### config.mk
export PLATFORM = sky130hd
export DESIGN_NAME = irq_status_ctrl
export DESIGN_NICKNAME = d
export VERILOG_FILES = /design/src/rtl/irq_pkg.sv /design/src/rtl/irq_bus_decode.sv /design/src/rtl/irq_status_reg.sv /design/src/rtl/irq_mask_reg.sv /design/src/rtl/irq_line_fsm.sv /design/src/rtl/irq_status_ctrl.sv
export SDC_FILE = /design/constraint.sdc
export NUM_CORES = 1
export LEC_CHECK = 0
export ABC_AREA = 1
export BUFFER_PORTS_ARGS = -buffer_cell sky130_fd_sc_hd__buf_2
export CAP_MARGIN = 20
export CORE_MARGIN = 3
export CORE_UTILIZATION = 49
export DETAILED_ROUTE_END_ITERATION = 8
export GPL_ROUTABILITY_DRIVEN = 0
export PLACE_DENSITY_LB_ADDON = 0.2
export SLEW_MARGIN = 20
export SYNTH_ARGS = -nofsm -noshare
export SYNTH_HDL_FRONTEND = slang
export SYNTH_SLANG_ARGS = --single-unit
### constraint.sdc
create_clock -name clk -period 1.9 [get_ports clk]
set_input_delay 0.475 -clock clk [delete_from_list [all_inputs] [get_ports clk]]
set_output_delay 0.475 -clock clk [all_outputs]
set_load 0.02 [all_outputs]
### src/rtl/irq_pkg.sv
package irq_pkg;
    localparam int unsigned DATA_W     = 32;
    localparam int unsigned OFF_STATUS = 32'h00;
    localparam int unsigned OFF_MASK   = 32'h04;

    typedef enum logic {
        LINE_LOW  = 1'b0,
        LINE_HIGH = 1'b1
    } line_state_t;
endpackage

### src/rtl/irq_bus_decode.sv
module irq_bus_decode #(
    parameter int unsigned NUM_SRC = 11,
    parameter int unsigned ADDR_W  = 8
) (
    input  logic                        clk,
    input  logic                        rst_n,
    input  logic                        bus_rd,
    input  logic                        bus_wr,
    input  logic [ADDR_W-1:0]           bus_off,
    input  logic [NUM_SRC-1:0]          status_q,
    input  logic [NUM_SRC-1:0]          mask_q,
    output logic                        wr_status,
    output logic                        wr_mask,
    output logic [irq_pkg::DATA_W-1:0]  rd_data,
    output logic                        bus_err
);
    localparam int unsigned           DW     = irq_pkg::DATA_W;
    localparam logic [ADDR_W-1:0]     OFF_ST = ADDR_W'(irq_pkg::OFF_STATUS);
    localparam logic [ADDR_W-1:0]     OFF_MK = ADDR_W'(irq_pkg::OFF_MASK);

    logic          hit_status;
    logic          hit_mask;
    logic          unmapped;
    logic [DW-1:0] rd_next;

    assign hit_status = (bus_off == OFF_ST);
    assign hit_mask   = (bus_off == OFF_MK);
    assign unmapped   = !hit_status && !hit_mask;
    assign wr_status  = bus_wr && hit_status;
    assign wr_mask    = bus_wr && hit_mask;

    always_comb begin
        if (hit_status)    rd_next = DW'(status_q);
        else if (hit_mask) rd_next = DW'(mask_q);
        else               rd_next = '1;
    end

    always_ff @(posedge clk) begin
        if (!rst_n) begin
            rd_data <= '0;
            bus_err <= 1'b0;
        end else begin
            if (bus_rd) rd_data <= rd_next;
            bus_err <= (bus_rd || bus_wr) && unmapped;
        end
    end

    // unmapped read returns all ones
    a_r9_unmapped_ones: assert property (@(posedge clk) disable iff (!rst_n)
        (bus_rd && unmapped) |=> (rd_data == '1));

    // mapped access never raises the error flag
    a_r10_mapped_no_err: assert property (@(posedge clk) disable iff (!rst_n)
        ((bus_rd || bus_wr) && !unmapped) |=> !bus_err);
endmodule

### src/rtl/irq_status_reg.sv
module irq_status_reg #(
    parameter int unsigned NUM_SRC = 11
) (
    input  logic               clk,
    input  logic               rst_n,
    input  logic [NUM_SRC-1:0] src_req,
    input  logic               wr_status,
    input  logic [NUM_SRC-1:0] wdata,
    output logic [NUM_SRC-1:0] status_q
);
    for (genvar i = 0; i < NUM_SRC; i++) begin : g_bit
        always_ff @(posedge clk) begin
            if (!rst_n)          status_q[i] <= 1'b0;
            else if (src_req[i]) status_q[i] <= 1'b1;
            else if (wr_status)  status_q[i] <= status_q[i] & wdata[i];
        end

        // a request sets its bit even against a clearing write
        a_r8_req_wins: assert property (@(posedge clk) disable iff (!rst_n)
            src_req[i] |=> status_q[i]);
    end

    // write ANDs into the bits not being requested
    a_r3_and_write: assert property (@(posedge clk) disable iff (!rst_n)
        wr_status |=> ((status_q & ~$past(src_req)) ==
                       ($past(status_q) & $past(wdata) & ~$past(src_req))));

    // without write, bits never fall
    a_r2_sticky: assert property (@(posedge clk) disable iff (!rst_n)
        !wr_status |=> ((status_q & $past(status_q)) == $past(status_q)));
endmodule

### src/rtl/irq_mask_reg.sv
module irq_mask_reg #(
    parameter int unsigned NUM_SRC = 11
) (
    input  logic               clk,
    input  logic               rst_n,
    input  logic               wr_mask,
    input  logic [NUM_SRC-1:0] wdata,
    output logic [NUM_SRC-1:0] mask_q
);
    always_ff @(posedge clk) begin
        if (!rst_n)       mask_q <= '0;
        else if (wr_mask) mask_q <= wdata;
    end

    // mask changes only on a mapped mask write
    a_r9_mask_hold: assert property (@(posedge clk) disable iff (!rst_n)
        !wr_mask |=> $stable(mask_q));
endmodule

### src/rtl/irq_line_fsm.sv
module irq_line_fsm #(
    parameter int unsigned NUM_SRC = 11
) (
    input  logic               clk,
    input  logic               rst_n,
    input  logic [NUM_SRC-1:0] status_q,
    input  logic [NUM_SRC-1:0] mask_q,
    output logic               irq_out
);
    import irq_pkg::*;

    line_state_t state_q;
    line_state_t state_d;
    logic        hit;

    assign hit = |(status_q & mask_q);

    always_comb begin
        state_d = state_q;
        unique case (state_q)
            LINE_LOW:  if (hit)  state_d = LINE_HIGH;
            LINE_HIGH: if (!hit) state_d = LINE_LOW;
            default:             state_d = LINE_LOW;
        endcase
    end

    always_ff @(posedge clk) begin
        if (!rst_n) state_q <= LINE_LOW;
        else        state_q <= state_d;
    end

    always_comb begin
        irq_out = (state_q == LINE_HIGH);
    end

    // line follows masked status one clock later
    a_r6_line_lag: assert property (@(posedge clk) disable iff (!rst_n)
        1'b1 |=> (irq_out == $past(|(status_q & mask_q))));

    // RAISE only when masked status was nonzero
    a_r11_raise: assert property (@(posedge clk) disable iff (!rst_n)
        $rose(irq_out) |-> $past(hit));
endmodule

### src/rtl/irq_status_ctrl.sv
module irq_status_ctrl #(
    parameter int unsigned NUM_SRC = 11,
    parameter int unsigned ADDR_W  = 8
) (
    input  logic                       clk,
    input  logic                       rst_n,
    input  logic                       bus_rd,
    input  logic                       bus_wr,
    input  logic [ADDR_W-1:0]          bus_off,
    input  logic [31:0]                bus_wdata,
    output logic [31:0]                rd_data,
    output logic                       bus_err,
    input  logic [NUM_SRC-1:0]         src_req,
    output logic                       irq_out,
    output logic                       any_pending
);
    logic [NUM_SRC-1:0] status_q;
    logic [NUM_SRC-1:0] mask_q;
    logic               wr_status;
    logic               wr_mask;
    logic [NUM_SRC-1:0] wdata_lo;

    assign wdata_lo    = bus_wdata[NUM_SRC-1:0];
    assign any_pending = |status_q;

    irq_bus_decode #(.NUM_SRC(NUM_SRC), .ADDR_W(ADDR_W)) u_dec (
        .clk(clk), .rst_n(rst_n), .bus_rd(bus_rd), .bus_wr(bus_wr),
        .bus_off(bus_off), .status_q(status_q), .mask_q(mask_q),
        .wr_status(wr_status), .wr_mask(wr_mask),
        .rd_data(rd_data), .bus_err(bus_err)
    );

    irq_status_reg #(.NUM_SRC(NUM_SRC)) u_stat (
        .clk(clk), .rst_n(rst_n), .src_req(src_req),
        .wr_status(wr_status), .wdata(wdata_lo), .status_q(status_q)
    );

    irq_mask_reg #(.NUM_SRC(NUM_SRC)) u_mask (
        .clk(clk), .rst_n(rst_n), .wr_mask(wr_mask),
        .wdata(wdata_lo), .mask_q(mask_q)
    );

    irq_line_fsm #(.NUM_SRC(NUM_SRC)) u_line (
        .clk(clk), .rst_n(rst_n), .status_q(status_q),
        .mask_q(mask_q), .irq_out(irq_out)
    );

    // error flag lasts a single cycle unless re-triggered
    a_r10_err_pulse: assert property (@(posedge clk) disable iff (!rst_n)
        (bus_err && !bus_rd && !bus_wr) |=> !bus_err);

    // raw pending drops only through a status write
    a_r7_pending_drop: assert property (@(posedge clk) disable iff (!rst_n)
        $fell(any_pending) |-> $past(bus_wr));
endmodule

==> flow_summary.yaml <==
outcome:
  outcome: "finished clean"
clocking:
  clock-root-buffer: "clkbuf_8"
  cts-buffers-inserted: 5
  cts_hold_buf: 0
  clock_sink_count: 36
  clkSlewWorstSetupHoldPaths_ps: 70
  worst_skew_pair.late_latency_ps: 290
  h-tree-depth: 2
  clockBufferDepth: 2
  cts_tree: "done"
  post_cts_buffers: 0
  cts_resized: 0
setup_path:
  critPathRequiredTime_ps: 1420
  arrival_ps: 1220
  crit_start: "u_stat.status_q[1]"
  crit_fanout: 4
  crit_type: "flip-flop to primary output"
  end_kind: "primary output"
  crit_path_start_kind: "flip-flop"
  reg2reg_from: "u_dec.rd_data[30]"
synthesis:
  ys_seq_area_share_pct: 39.0
  ys_seq_elements: 36
  synth_most_common_cell: "nand2_1"
  synthTopCellsByCount: "60 x nand2_1, 37 x inv_1, 36 x dfxtp_1, 33 x a21oi_1"
  synth_largest_area_cell: "dfxtp_1"
  yosys_most_used_dff: "dfxtp_1"
  synth_warnings: 0
  synth_top_area_share_pct: 39.0
  ys_top_cells_by_area: "dfxtp_1 39%, nand2_1 12%, buf_4 9.3%"
  synth_cell_type_count: 20
  async_reset_ff_share_pct: 0
  syn_avg_cell_area_sq_um: 6.98
  synth_edf_count: 0
  syn-num-nets: 320
  synth_area_sq_um: 1850
  synthCells: 265
layout:
  diodes: 0
  drive_gt1_share_pct: 27.4
  finalInstanceArea_sq_um: 2170
  nets: 369
  fillers: 339
  area_growth_pct: 17.1
power:
  ir_worst_vdd_mv: 0.548
  power.leakage_nw: 1.03
  powerDensity_nw_per_um2: 726
sta:
  finClkSkew_ps: 3.45
  period_share_pct: 89.0
  hold_viol_final: 0
  period_needed_ps: 1690
  worstMarginPinSlew_ps: 449
  rsz0062_at_grt: "no"
  fmax_mhz: 592
  relSlewSlack_pct: 70.1
  setup_viol: 0
  worst_hold_slack_ps: 408
  fin_tns_setup_ps: 0
  slew_violations: 0
floorplan:
  die_y_microns: 67.4
  rows: 21
  dieWidth_microns: 67.4
  die_area_sq_um: 4550
  io_pins: 90
  coreArea_sq_um: 3490
  initial_core_util_pct: 52.9
global_route:
  grt_max_degree: 23
  overflow: 0
  track_usage_pct: 19.4
  grt_first_pass_wirelength_microns: 6480
  grt_pass1_vias: 1437
  antenna_found_initial: 0
placed_design:
  placed_cell_area_sq_um: 2090
  io_buffers: 68
  post-dp-hpwl_microns: 3020
flow_run:
  maxCapViolCount: 0
drt:
  viasPerCell: 4.68
  vias: 1686
  wirelength_microns: 3950
  wl_per_cell_microns: 11.0
  drtPass1Iterations: 4
  drt_iter0_drc: 45
  ant_nets: 0
  drc: 0
hold_path:
  hold_class: "primary input to flip-flop"
  hp-start: "src_req[2]"
## area by class of cell
cell class	count	area (sq um)	share of cell area, %
flip-flops and latches	36	721	33.3
multi-input cells	159	766	35.4
repair buffers	75	405	18.7
clock inverters	1	5.00	0.231
clock buffers	6	72.6	3.35
well taps	46	57.6	2.66
inverters	37	139	6.41
## layer usage
metal  vias to the layer above  wire length [microns]  track usage, %
met5                         -                      0               0
met4                         0                     86            9.62
met3                         7                    244            6.99
met2                        48                   1670            27.0
met1                       715                   1940            26.1
li1                        916                      -               -
## through the flow
step                cells  setup WS [ps]  utilization (%)  power [mW]
floorplan             265            436                -        1.02
global placement      353            389             59.8        1.08
detailed placement    353            361             59.8        1.08
CTS                   360            199             62.0        1.59
global route          360           96.0             62.0        1.66
finish                360            210             62.0        1.57
## final timing paths
path / to / slack [ps] / cells past startpoint
min: u_stat.status_q[2] / 410 / 3
max: any_pending / 210 / 3
max reg2reg: u_dec.rd_data[30] / 1010 / 2
min reg2reg: u_mask.mask_q[4] / 490 / 2
## critical path, stage by stage, from the launching register on
cell and delay (ps):
dfxtp_1 360, nor4_1 280, nand3_1 110, buf_2 180
## where the power goes
group / internal, mW / switching [mW] / total, mW / leakage (nW)
clock: 0.249 / 0.257 / 0.506 / 0.0410
sequential: 0.792 / 0.0321 / 0.824 / 0.298
combinational: 0.0905 / 0.151 / 0.241 / 0.694
total: 1.13 / 0.440 / 1.57 / 1.03
## state kept, by name, summed over array words and instances, names as in the netlist
register and cells:
u_dec.rd_data 12, u_line.irq_out 1, u_dec.bus_err 1, u_mask.mask_q 11
u_stat.status_q 11
## cell usage in the layout (no fill, tap or decap)
cell type / count
a21oi_1: 33
and3_1: 1
buf_12: 1
buf_2: 68
buf_4: 6
clkbuf_1: 1
clkbuf_8: 5
clkinv_2: 1
dfxtp_1: 36
inv_1: 37
nand2_1: 60
nand2_2: 1
nand3_1: 23
nand4_1: 2
nor2_1: 8
nor2_2: 1
nor2_4: 3
nor3_1: 1
nor4_1: 2
o21ai_0: 13
o21bai_1: 11
## cell families after synthesis
| family | share of synthesized area, % |
|---|---|
| simple gates | 24.5 |
| buf+inv | 19.6 |
| compound gates | 16.9 |
| flops | 39.0 |
No activity file was read; power rests on OpenSTA's default activity.
